[src/rtl/tmr16_pkg.sv]
package tmr16_pkg;
  localparam logic [1:0] A_LO   = 2'd0;
  localparam logic [1:0] A_HI   = 2'd1;
  localparam logic [1:0] A_CTL  = 2'd2;
  localparam logic [1:0] A_FLAG = 2'd3;

  typedef struct packed {
    logic       mode16;
    logic       irq_en;
    logic [1:0] presc;
    logic       spare;
    logic       sync_en;
    logic       src_ext;
    logic       run;
  } ctl_t;
endpackage

[src/rtl/tmr16_edge.sv]
module tmr16_edge #(
  parameter int STAGES = 2
) (
  input  logic clk,
  input  logic rst_n,
  input  logic sig_in,
  input  logic sync_en,
  output logic rise
);
  localparam int LEN = STAGES + 1;
  logic [LEN-1:0] chain;

  always_ff @(posedge clk or negedge rst_n) begin
    if (!rst_n) chain <= '0;
    else        chain <= {chain[LEN-2:0], sig_in};
  end

  always_comb begin
    if (sync_en) rise = chain[STAGES-1] & ~chain[STAGES];
    else         rise = chain[0] & ~chain[1];
  end

  // an edge gives a single-cycle pulse
  assert_single_pulse_R9: assert property (@(posedge clk) disable iff (!rst_n)
    rise |=> !rise);
endmodule

[src/rtl/tmr16_presc.sv]
module tmr16_presc #(
  parameter int PS_W = 2
) (
  input  logic            clk,
  input  logic            rst_n,
  input  logic            en,
  input  logic            clr,
  input  logic [PS_W-1:0] sel,
  output logic            out_tick
);
  localparam int DIV_W = (1 << PS_W) - 1;
  logic [DIV_W-1:0] cnt;
  logic [DIV_W-1:0] mask;

  always_comb begin
    mask = DIV_W'((1 << sel) - 1);
    out_tick = en && ((cnt & mask) == mask);
  end

  always_ff @(posedge clk or negedge rst_n) begin
    if (!rst_n)   cnt <= '0;
    else if (clr) cnt <= '0;
    else if (en)  cnt <= cnt + 1'b1;
  end

  // a low-byte write empties the prescaler
  assert_presc_clear_R5: assert property (@(posedge clk) disable iff (!rst_n)
    clr |=> (cnt == '0));
endmodule

[src/rtl/tmr16_buf.sv]
module tmr16_buf
  import tmr16_pkg::*;
#(
  parameter int BUS_W = 8,
  parameter int PS_W = 2,
  parameter int SYNC_STAGES = 2
) (
  input  logic             clk,
  input  logic             rst_n,
  input  logic [1:0]       bus_addr,
  input  logic             bus_wr,
  input  logic             bus_rd,
  input  logic [BUS_W-1:0] bus_wdata,
  output logic [BUS_W-1:0] bus_rdata,
  input  logic             inst_tick,
  input  logic             ext_clk,
  input  logic             evt_trig,
  output logic             irq
);
  localparam int CNT_W = 2 * BUS_W;
  localparam logic [CNT_W-1:0] CNT_MAX = '1;

  ctl_t             ctl;
  logic [CNT_W-1:0] count;
  logic [BUS_W-1:0] hbuf;
  logic             ovf;
  logic             ext_rise, src_pulse, inc;
  logic             lo_wr, hi_wr, live_hi_wr, cnt_wr, lo_rd, ovf_set, flag_clr;

  always_comb begin
    lo_wr      = bus_wr && (bus_addr == A_LO);
    hi_wr      = bus_wr && (bus_addr == A_HI);
    live_hi_wr = hi_wr && !ctl.mode16;
    cnt_wr     = lo_wr || live_hi_wr;
    lo_rd      = bus_rd && (bus_addr == A_LO);
    src_pulse  = ctl.run && (ctl.src_ext ? ext_rise : inst_tick);
    ovf_set    = inc && !cnt_wr && !evt_trig && (count == CNT_MAX);
    flag_clr   = bus_wr && (bus_addr == A_FLAG) && !bus_wdata[0];
  end

  tmr16_edge #(.STAGES(SYNC_STAGES)) u_edge (
    .clk(clk), .rst_n(rst_n), .sig_in(ext_clk), .sync_en(ctl.sync_en), .rise(ext_rise)
  );

  tmr16_presc #(.PS_W(PS_W)) u_presc (
    .clk(clk), .rst_n(rst_n), .en(src_pulse), .clr(lo_wr), .sel(ctl.presc), .out_tick(inc)
  );

  always_ff @(posedge clk or negedge rst_n) begin
    if (!rst_n) begin
      count <= '0;
    end else if (cnt_wr) begin
      if (lo_wr) count[BUS_W-1:0] <= bus_wdata;
      if (live_hi_wr)              count[CNT_W-1:BUS_W] <= bus_wdata;
      else if (lo_wr && ctl.mode16) count[CNT_W-1:BUS_W] <= hbuf;
    end else if (evt_trig) begin
      count <= '0;
    end else if (inc) begin
      count <= count + 1'b1;
    end
  end

  always_ff @(posedge clk or negedge rst_n) begin
    if (!rst_n)                     hbuf <= '0;
    else if (hi_wr && ctl.mode16)   hbuf <= bus_wdata;
    else if (lo_rd && ctl.mode16)   hbuf <= count[CNT_W-1:BUS_W];
  end

  always_ff @(posedge clk or negedge rst_n) begin
    if (!rst_n)        ovf <= 1'b0;
    else if (ovf_set)  ovf <= 1'b1;
    else if (flag_clr) ovf <= 1'b0;
  end

  always_ff @(posedge clk or negedge rst_n) begin
    if (!rst_n)                                ctl <= '0;
    else if (bus_wr && (bus_addr == A_CTL))    ctl <= ctl_t'(bus_wdata);
  end

  always_comb begin
    unique case (bus_addr)
      A_LO:    bus_rdata = count[BUS_W-1:0];
      A_HI:    bus_rdata = ctl.mode16 ? hbuf : count[CNT_W-1:BUS_W];
      A_CTL:   bus_rdata = ctl;
      default: bus_rdata = {{(BUS_W-1){1'b0}}, ovf};
    endcase
    irq = ovf && ctl.irq_en;
  end

  // trigger without a competing write zeroes the count
  assert_trig_reset_R7: assert property (@(posedge clk) disable iff (!rst_n)
    (evt_trig && !cnt_wr) |=> (count == '0));
  // trigger never raises the flag
  assert_trig_no_flag_R7: assert property (@(posedge clk) disable iff (!rst_n)
    (!ovf && evt_trig) |=> !ovf);
  // wrap sets the flag
  assert_wrap_flag_R6: assert property (@(posedge clk) disable iff (!rst_n)
    ovf_set |=> (ovf && (count == '0)));
  // buffered high write leaves the count alone
  assert_hi_buffer_only_R4: assert property (@(posedge clk) disable iff (!rst_n)
    (hi_wr && ctl.mode16 && !evt_trig && !inc) |=> $stable(count));
  // write beats trigger
  assert_write_wins_R8: assert property (@(posedge clk) disable iff (!rst_n)
    (lo_wr && evt_trig) |=> (count[BUS_W-1:0] == $past(bus_wdata)));
endmodule

[config.mk]
export PLATFORM = sky130hd
export DESIGN_NAME = tmr16_buf
export DESIGN_NICKNAME = d
export VERILOG_FILES = /design/src/rtl/tmr16_pkg.sv /design/src/rtl/tmr16_edge.sv /design/src/rtl/tmr16_presc.sv /design/src/rtl/tmr16_buf.sv
export SDC_FILE = /design/constraint.sdc
export NUM_CORES = 1
export LEC_CHECK = 0
export ABC_CLOCK_PERIOD_IN_PS = 3000
export BUFFER_PORTS_ARGS = -buffer_cell sky130_fd_sc_hd__buf_2
export CORE_MARGIN = 1.5
export CORE_UTILIZATION = 25
export CTS_CLUSTER_SIZE = 25
export DETAILED_ROUTE_END_ITERATION = 12
export PLACE_DENSITY_LB_ADDON = 0.05
export SETUP_SLACK_MARGIN = 0.2
export SLEW_MARGIN = 20
export SYNTH_ARGS = -nofsm -noshare
export SYNTH_HDL_FRONTEND = slang
export SYNTH_HIERARCHICAL = 1
export SYNTH_SLANG_ARGS = --single-unit
[constraint.sdc]
create_clock -name clk -period 3 [get_ports clk]
set_input_delay 0.3 -clock clk [delete_from_list [all_inputs] [get_ports clk]]
set_output_delay 0.3 -clock clk [all_outputs]
set_load 0.02 [all_outputs]
==> results of run 1 <==
## registers in the layout (all words and copies together) (netlist names)
register      count
u_presc/cnt       3
hbuf              8
u_edge/chain      3
count            16
ovf               1
ctl               8
## metal layers
metal	vias up	wire length (µm)
met5	-	0
met4	0	114
met3	7	209
met2	32	3450
met1	1018	3800
li1	998	-
## worst paths after layout
path / start / to / slack, ns
max: ctl[2] / count[14] / 0.59
min in group asynchronous: rst_n / ctl[5] / 0.14
max reg2reg: ctl[2] / count[14] / 0.59
max in group asynchronous: rst_n / count[8] / 2.24
min reg2reg: u_edge/chain[0] / u_edge/chain[1] / 0.39
min: ext_clk / u_edge/chain[0] / 0.12
## kinds of logic (layout without fill, tap and decap cells)
group,after synthesis,in the layout,synth area share
AOI/OAI and AO/OA,85,85,0.255
and+or+nand+nor,77,77,0.173
DFF,39,39,0.399
buffers and inverters,28,48,0.0594
muxes,21,21,0.0957
adders and majority gates,2,2,0.0102
xor gates and xnor gates,2,2,0.00717
## worst max-delay path, delay by kind of cell (launching register included)
family          cells  cell delay, ns
flops               1            0.41
simple gates        3            0.59
compound gates      5            1.11
mux                 1            0.09
buf+inv             1            0.09
## power by group through the flow
| stage | clock network (µW) | logic (µW) | registers, µW |
|---|---|---|---|
| finish | 473 | 399 | 754 |
| global route | 509 | 452 | 773 |
| CTS | 492 | 406 | 752 |
| detailed placement | 0 | 404 | 764 |
| global placement | 0 | 404 | 765 |
| floorplan | 0 | 304 | 717 |
## final cells by class
| type | count | area (µm²) |
|---|---|---|
| clock buffers | 6 | 82.6 |
| clock inverters | 2 | 35.0 |
| fillers | 1027 | 6590 |
| inverters | 10 | 37.5 |
| multi-input cells | 187 | 1330 |
| flip-flops and latches | 39 | 976 |
| well taps | 129 | 161 |
| repair buffers | 30 | 163 |
## through the flow
stage	worst slack, ns	util	cells	hold WS, ns
CTS	0.570	0.297	403	0.107
global placement	0.618	0.285	395	0.378
detailed placement	0.583	0.285	395	0.376
floorplan	0.878	-	254	0.00441
finish	0.589	0.297	403	0.121
global route	0.369	0.297	403	0.104
## cell usage after synthesis (all sizes together) (3+ instances only)
cell	count
o31ai	6
mux2	9
a22o	5
buf	15
a21oi	3
o22ai	7
a211oi	4
and2	3
nor2	8
nor2b	3
clkbuf	3
mux2i	11
nand2	30
nand4	5
a221o	4
a211o	4
and3	6
a22oi	10
o21ai	24
and4	3
inv	10
o211ai	4
nand3	8
o31a	4
dfrtp	39
==> flow_metrics.py, run 1 <==
metrics = {
    "pwr": {
        "ir_drop_v": 0.000266,
        "clockPowerShare": 0.291,
        "power_density_nw_per_um2": 584,
        "total_power_uw": 1630,
        "p_leak_uw": 0.00113,
        "p_sw_uw": 549,
        "pwr-share-seq": 0.463,
        "power_frac_comb": 0.246,
        "switching_share": 0.337,
        "internal-power_uw": 1080,
    },
    "drt": {
        "dr.pass1.iters": 4,
        "vias_per_cell": 5.10,
        "antenna_left": 0,
        "drc": 0,
        "wirelength_um": 7570,
        "routedWlPerCell_um": 18.8,
        "drt_iter0_drc": 94,
        "num_vias": 2055,
    },
    "sta": {
        "worst_pin_slew_ns": 0.967,
        "hold_viol": 0,
        "fin_tns_setup_ns": 0,
        "post-route-period-util": 0.804,
        "max_slew_margin": 0.355,
        "period_minus_slack_ns": 2.41,
        "final_max_slew_viol_count": 0,
        "rsz0062_at_grt": "false",
        "finClkSkew_ns": 0.0126,
        "fmax_mhz": 415,
        "setup_violations": 0,
    },
    "floorplan": {
        "std_cell_rows": 35,
        "start_util": 0.261,
        "die_area_um2": 10400,
        "die_height_um": 102,
        "ioPinCount": 26,
        "core_area_um2": 9370,
        "die_x_um": 102,
    },
    "place": {
        "dpl.hpwl_um": 5400,
        "io_buffers": 25,
        "gp_congestion": 0.763,
        "place_area_um2": 2670,
    },
    "run_status": {
        "outcome": "finished, final reports clean",
    },
    "logic_synthesis": {
        "synth_edf_count": 0,
        "syn_area_um2": 2440,
        "synth_top_area_share": 0.399,
        "synthCells": 254,
        "ys_ff_latch": 39,
        "synth_ff_type": "dfrtp_1",
        "ys_async_sr_fraction": 1.00,
        "synth_top_area_cell": "dfrtp_1",
        "yosysWarnings": 6,
        "synth_nets": 273,
        "synthDistinctLibCells": 54,
        "synth_area_per_cell_um2": 9.62,
        "synth_seq_area_share": 0.399,
        "synthTopCellsByArea": "dfrtp_1 40%, o21ai_0 4.7%, mux2i_1 4.5%",
    },
    "hold_path": {
        "hold_depth": 1,
        "hold_path.class": "input pin to register",
    },
    "flow_run": {
        "maxCapViolCount": 0,
    },
    "grt": {
        "use_met1": 0.221,
        "grt_overflow": 0,
        "use_met3": 0.0219,
        "grt_busiest_layer": "met2",
        "grt_max_degree": 40,
        "grt_pass1_vias": 2142,
        "antenna_found_initial": 0,
        "grt_use_met2": 0.248,
        "grt_pass1_wl_um": 12100,
        "groute.usage.overall": 0.155,
    },
    "cts": {
        "clock_latency_ns": 0.30,
        "cts_tree": "built",
        "cts_resized": 0,
        "post_cts.repair.setup_buffers": 0,
        "clock_path_buffers": 2,
        "cts_buffers": 5,
        "htreeDepth": 2,
        "cts_root_buf": "clkbuf_8",
        "cts_hold_buffers": 0,
        "clock_sinks": 39,
        "path_clk_slew_ns": 0.08,
    },
    "critical_path": {
        "worst_path_most_repeated_cell": "nor2_1",
        "start_kind": "register",
        "cpMaxStageDelayCell": "dfrtp_1",
        "critPathKind": "register to register",
        "rr_worst_depth": 10,
        "cp.required_ns": 3.18,
        "path_max_fanout": 10,
        "endpoint_kind": "register",
        "worstPathCellList": "nor2_1 -> o2bb2ai_1 -> mux2i_1 -> nor2b_1 -> inv_1 -> a221oi_2 -> nor2_1 -> a21boi_2 -> a211o_1 -> a22o_1",
        "worstPathArrival_ns": 2.60,
        "crit_path_max_incr_delay_ns": 0.41,
    },
    "finish": {
        "final_nets": 292,
        "drive_gt1_frac": 0.204,
        "diodes": 0,
        "mostFrequentLayoutCells": "39 x dfrtp_1, 28 x nand2_1, 25 x buf_2, 23 x o21ai_0, 11 x mux2i_1",
        "design_area_um2": 2780,
        "final_common_cell": "dfrtp_1",
        "syn_to_final_growth_pct": 13.9,
    },
}
No activity file was read; power rests on OpenSTA's default activity.
==> inputs of run 2 (changes only) <==
--- a/config.mk
+++ b/config.mk
@@ -5,7 +5,7 @@
 export SDC_FILE = /design/constraint.sdc
 export NUM_CORES = 1
 export LEC_CHECK = 0
-export ABC_CLOCK_PERIOD_IN_PS = 3000
+export ABC_CLOCK_PERIOD_IN_PS = 2029
 export BUFFER_PORTS_ARGS = -buffer_cell sky130_fd_sc_hd__buf_2
 export CORE_MARGIN = 1.5
 export CORE_UTILIZATION = 25
==> constraint.sdc (replaced) <==
create_clock -name clk -period 2.03 [get_ports clk]
set_input_delay 0.203 -clock clk [delete_from_list [all_inputs] [get_ports clk]]
set_output_delay 0.203 -clock clk [all_outputs]
set_load 0.02 [all_outputs]
==> run 2 against run 1 <==
Non-clock buffer count is 28 higher. Combinational power increased by 98%. Maximum frequency rose by 19%. Clock power increased by 18%. Largest power group unchanged. Highest routed layer unchanged.
==> flow_metrics.py, run 2 (same netlist as run 1, synthesis figures left out) <==
metrics = {
    "finish": {
        "top_register": "count",
        "n_fill_cell": 1016,
        "final_nets": 321,
        "mostFrequentLayoutCells": "38 x dfrtp_1, 33 x buf_4, 28 x nand2_1, 18 x buf_2, 15 x o21ai_1",
        "design_area_um2": 3110,
        "largest_reg_flops": 16,
        "drive_gt1_frac": 0.315,
        "syn_to_final_growth_pct": 27.1,
        "biggestRegsByFlops": "count x16, ctl x8, hbuf x8",
        "diodes": 0,
        "final_common_cell": "dfrtp_1",
    },
    "cts": {
        "htreeDepth": 2,
        "cts_buffers": 5,
        "clock_sinks": 39,
        "cts_root_buf": "clkbuf_8",
        "clock_path_buffers": 2,
        "cts_tree": "built",
        "clock_latency_ns": 0.29,
        "path_clk_slew_ns": 0.08,
    },
    "drt": {
        "wirelength_um": 8050,
        "routedWlPerCell_um": 18.7,
        "dr.pass1.iters": 4,
        "top_layer": "met4",
        "drc": 0,
        "antenna_left": 0,
        "num_vias": 2181,
        "wl_met3_um": 252,
        "wl_met1_um": 4010,
        "vias_per_cell": 5.06,
        "drt_iter0_drc": 71,
        "wl_met2_um": 3730,
    },
    "place": {
        "dpl.hpwl_um": 5860,
        "io_buffers": 25,
        "place_area_um2": 2820,
        "gp_congestion": 0.739,
    },
    "grt": {
        "antenna_found_initial": 0,
        "grt_pass1_vias": 2225,
        "grt_overflow": 0,
        "grt_max_degree": 18,
        "grt_pass1_wl_um": 13000,
        "groute.usage.overall": 0.168,
    },
    "critical_path": {
        "endpoint_kind": "register",
        "worstPathArrival_ns": 2.21,
        "path_max_fanout": 5,
        "critPathKind": "register to register",
        "cp.required_ns": 2.21,
        "start_kind": "register",
    },
    "floorplan": {
        "std_cell_rows": 35,
        "ioPinCount": 26,
        "die_height_um": 102,
        "die_x_um": 102,
        "die_area_um2": 10400,
        "start_util": 0.261,
        "core_area_um2": 9370,
    },
    "run_status": {
        "outcome": "finished, final reports clean",
    },
    "pwr": {
        "ir_drop_v": 0.000288,
        "p_leak_uw": 0.00129,
        "power_density_nw_per_um2": 789,
    },
    "sta": {
        "post-route-period-util": 0.999,
        "period_minus_slack_ns": 2.03,
        "rsz0062_at_grt": "true",
        "holdWs_ns": 0.191,
        "fmax_mhz": 493,
        "final_max_slew_viol_count": 0,
        "hold_viol": 0,
        "worst_pin_slew_ns": 0.513,
        "finClkSkew_ns": 0.00418,
        "setup_violations": 0,
        "max_slew_margin": 0.658,
    },
    "hold_path": {
        "hold_path.class": "input pin to register",
    },
    "flow_run": {
        "maxCapViolCount": 0,
    },
}
run 2: cell count changes in the layout (fill, tap and decap cells not counted), moves of 2 or more:
| cell | change |
|---|---|
| buf_4 | +28 |
| a21oi_2 | +2 |
| dlygate4sd3_1 | +2 |
| o21ai_1 | +14 |
| a211oi_1 | -2 |
| buf_6 | +5 |
| a211oi_2 | +2 |
| a21oi_1 | -2 |
| buf_2 | -7 |
| o21ai_0 | -15 |
run 2: worst paths after layout:
check                                 from         endpoint  slack [ns]  cells past startpoint
setup / recovery                    ctl[2]        count[14]       0.001                     10
setup reg to reg                    ctl[2]        count[14]       0.001                     10
min in group asynchronous            rst_n           ctl[5]        0.36                      2
hold reg to reg            u_edge/chain[0]  u_edge/chain[1]        0.40                      0
max in group asynchronous            rst_n           ctl[7]        1.11                      3
hold / removal                bus_wdata[4]          hbuf[4]        0.19                      3
run 2: routing by layer:
| metal | up-vias | global-route usage |
|---|---|---|
| met5 | - | 0 |
| met2 | 32 | 0.274 |
| li1 | 1057 | - |
| met3 | 5 | 0.0212 |
| met1 | 1087 | 0.240 |
| met4 | 0 | 0.0348 |
run 2: repair_timing:
action                     CTS  global route
buffers inserted             3             4
setup endpoints to repair   23            22
pin swaps                    5             9
hold buffers                 1             1
hold endpoints to repair    12             1
gates cloned                 1             0
gates resized for setup     26            17
run 2: per-stage QoR:
stage,utilization,setup TNS [ns],power [µW],worst slack (ns),instances
finish,0.332,0,2450,0.00108,431
global route,0.332,-1.24,2620,-0.123,431
CTS,0.323,-0.0322,2440,-0.0162,426
detailed placement,0.301,-0.297,1790,-0.0686,414
global placement,0.301,0,1800,0.000536,414
floorplan,-,0,1510,0.0411,254
run 2: layout make-up:
| cell class | count | area (µm²) | share of cell area |
|---|---|---|---|
| Clock buffer | 6 | 82.6 | 0.0266 |
| Clock inverter | 1 | 5.00 | 0.00161 |
| Inverter | 10 | 37.5 | 0.0121 |
| Multi-Input combinational cell | 188 | 1430 | 0.460 |
| Sequential cell | 39 | 977 | 0.315 |
| Tap cell | 129 | 161 | 0.0520 |
| Timing Repair Buffer | 58 | 414 | 0.133 |
run 2: critical path, cell delays in order (launching register included):
cell and delay, ns:
dfrtp_1 0.40, nor2_1 0.12, o2bb2ai_1 0.12, mux2i_1 0.09, nor2b_2 0.16, inv_2 0.06
a221oi_4 0.26, nor2_4 0.09, a21boi_4 0.17, a211o_1 0.23, a22o_1 0.22
run 2: power by group:
part / leakage (µW) / switching [µW] / internal [µW] / total (µW)
Combinational: 0.000745 / 398 / 391 / 789
Clock: 0.0000470 / 289 / 267 / 556
Sequential: 0.000498 / 172 / 934 / 1110
==> inputs of run 3 (changes only) <==
--- a/config.mk
+++ b/config.mk
@@ -7,11 +7,13 @@
 export LEC_CHECK = 0
 export ABC_CLOCK_PERIOD_IN_PS = 2029
 export BUFFER_PORTS_ARGS = -buffer_cell sky130_fd_sc_hd__buf_2
+export CORE_ASPECT_RATIO = 0.6
 export CORE_MARGIN = 1.5
 export CORE_UTILIZATION = 25
 export CTS_CLUSTER_SIZE = 25
 export DETAILED_ROUTE_END_ITERATION = 12
 export PLACE_DENSITY_LB_ADDON = 0.05
+export REMOVE_ABC_BUFFERS = 1
 export SETUP_SLACK_MARGIN = 0.2
 export SLEW_MARGIN = 20
 export SYNTH_ARGS = -nofsm -noshare
==> run 3 against run 2 <==
Flip-flop and latch count unchanged. First-iteration DRC count rose by 54%. Count of clock-buffer cells in the layout is 2 higher. Sequential share of layout area down 0.46 points. The flow now finishes with violations (hold timing, setup timing). Maximum frequency fell by 0.84%. Combinational power decreased by 3.7%. Sequential power is essentially flat.
==> flow_metrics.py, run 3 (same netlist as run 1, synthesis figures left out) <==
metrics = {
    "floorplan": {
        "die_area_um2": 10400,
        "start_util": 0.262,
        "ioPinCount": 26,
        "std_cell_rows": 27,
        "core_area_um2": 9320,
        "die_x_um": 131,
        "die_height_um": 79.6,
    },
    "sta": {
        "rsz0062_at_grt": "true",
        "hold_viol": 17,
        "final_max_slew_viol_count": 0,
        "finClkSkew_ns": 0.00889,
        "fmax_mhz": 489,
        "post-route-period-util": 1.01,
        "period_minus_slack_ns": 2.05,
        "worst_pin_slew_ns": 0.612,
        "fin_tns_setup_ns": -0.0221,
        "holdWs_ns": -0.0142,
        "max_slew_margin": 0.592,
        "setup_slack_ns": -0.0161,
        "setup_violations": 2,
    },
    "finish": {
        "mostFrequentLayoutCells": "39 x dfrtp_1, 28 x nand2_1, 25 x buf_2, 25 x buf_4, 20 x o21ai_0",
        "multi_input_area_um2": 1430,
        "n_fill_cell": 1021,
        "design_area_um2": 3150,
        "diodes": 0,
        "final_nets": 319,
        "final_common_cell": "dfrtp_1",
        "final-seq-area_um2": 976,
        "biggestRegsByFlops": "count x16, ctl x8, hbuf x8",
        "largest_reg_flops": 16,
        "syn_to_final_growth_pct": 28.9,
        "drive_gt1_frac": 0.312,
        "top_register": "count",
        "finalNonFillerCells": 431,
    },
    "run_status": {
        "violations": "hold timing, setup timing",
        "outcome": "finished with violations",
    },
    "grt": {
        "antenna_found_initial": 0,
        "groute.usage.overall": 0.173,
        "grt_busiest_layer": "met1",
        "grt_pass1_wl_um": 13200,
        "grt_max_degree": 40,
        "grt_pass1_vias": 2247,
        "grt_overflow": 0,
        "grt_use_met2": 0.236,
        "use_met3": 0.0355,
        "use_met1": 0.272,
    },
    "drt": {
        "routedWlPerCell_um": 19.3,
        "drt_iter0_drc": 109,
        "antenna_left": 0,
        "vias_per_cell": 5.08,
        "num_vias": 2191,
        "dr.pass1.iters": 4,
        "drc": 0,
        "wirelength_um": 8300,
    },
    "critical_path": {
        "worstPathArrival_ns": 2.25,
        "cp.required_ns": 2.23,
        "rr_worst_depth": 14,
        "start_kind": "register",
        "worst_path_most_repeated_cell": "buf_6",
        "cpMaxStageDelayCell": "dfrtp_1",
        "endpoint_kind": "register",
        "path_max_fanout": 3,
        "worstPathCellList": "nor2_1 -> o2bb2ai_1 -> mux2i_1 -> nor2b_2 -> inv_2 -> a221oi_4 -> buf_4 -> buf_6 -> buf_6 -> buf_6 -> buf_6 -> buf_6 -> nand3_4 -> o31ai_2",
        "critPathKind": "register to register",
        "crit_path_max_incr_delay_ns": 0.39,
    },
    "cts": {
        "cts_root_buf": "clkbuf_16",
        "cts_tree": "built",
        "cts_buffers": 5,
        "clock_sinks": 39,
        "clock_path_buffers": 2,
        "htreeDepth": 2,
        "clock_latency_ns": 0.29,
        "path_clk_slew_ns": 0.06,
    },
    "place": {
        "gp_congestion": 0.737,
        "place_area_um2": 2820,
        "io_buffers": 25,
        "dp.cells": 415,
        "dpl.hpwl_um": 5960,
    },
    "pwr": {
        "ir_drop_v": 0.000322,
        "p_leak_uw": 0.00132,
        "total_power_uw": 2720,
        "power_density_nw_per_um2": 863,
    },
    "flow_run": {
        "maxCapViolCount": 0,
    },
    "hold_path": {
        "hold_path.class": "input pin to asynchronous set/reset pin",
    },
}
[run 3: path summary, 6_finish.rpt]
path                                  from         endpoint  slack, ns
max in group asynchronous            rst_n         count[6]       1.66
setup reg to reg                    ctl[2]              ovf      -0.02
hold / removal                       rst_n           ctl[1]      -0.01
setup / recovery                    ctl[2]              ovf      -0.02
hold reg to reg            u_edge/chain[0]  u_edge/chain[1]       0.39
min in group clk                   ext_clk  u_edge/chain[0]       0.03
[run 3: final cells by class]
type,instances,area share
Multi-Input combinational cell,188,0.453
Sequential cell,39,0.310
Timing Repair Buffer,56,0.124
Tap cell,130,0.0516
Clock buffer,8,0.0497
Inverter,10,0.0119
[run 3: report_power, final]
part | total, µW | internal (µW) | switching, µW
combinational | 760 | 364 | 395
clock | 850 | 524 | 326
sequential | 1110 | 934 | 172
[run 3: critical path, delay by kind of cell, from the launching register on]
family | cells | cell delay [ns]
buffers and inverters | 7 | 0.62
AOI/OAI and AO/OA | 3 | 0.50
DFF | 1 | 0.39
and+or+nand+nor | 3 | 0.34
muxes | 1 | 0.10
[run 3: stage by stage]
stage          setup WS [ns]  hold slack (ns)  utilization
3_3_place_gp         -0.0994            0.312        0.303
3_5_place_dp          -0.148            0.316        0.303
5_1_grt               -0.171           0.0253        0.338
2_1_floorplan         -0.325          -0.0926            -
6_report             -0.0161          -0.0142        0.338
4_1_cts               -0.117           0.0142        0.334
[run 3: per-layer routing]
layer / part of all wire / up-vias
li1: - / 1056
met1: 0.57 / 1084
met2: 0.38 / 43
met3: 0.036 / 8
met4: 0.010 / 0
met5: 0 / -
[run 3: timing repair]
item                       in CTS  in global routing
cloned                          1                  0
setup buffers                   6                  1
pin swaps                      13                  2
setup endpoints to repair      23                 29
resized for setup              19                  6
hold buffers                    0                  0
hold endpoints to repair        0                  0
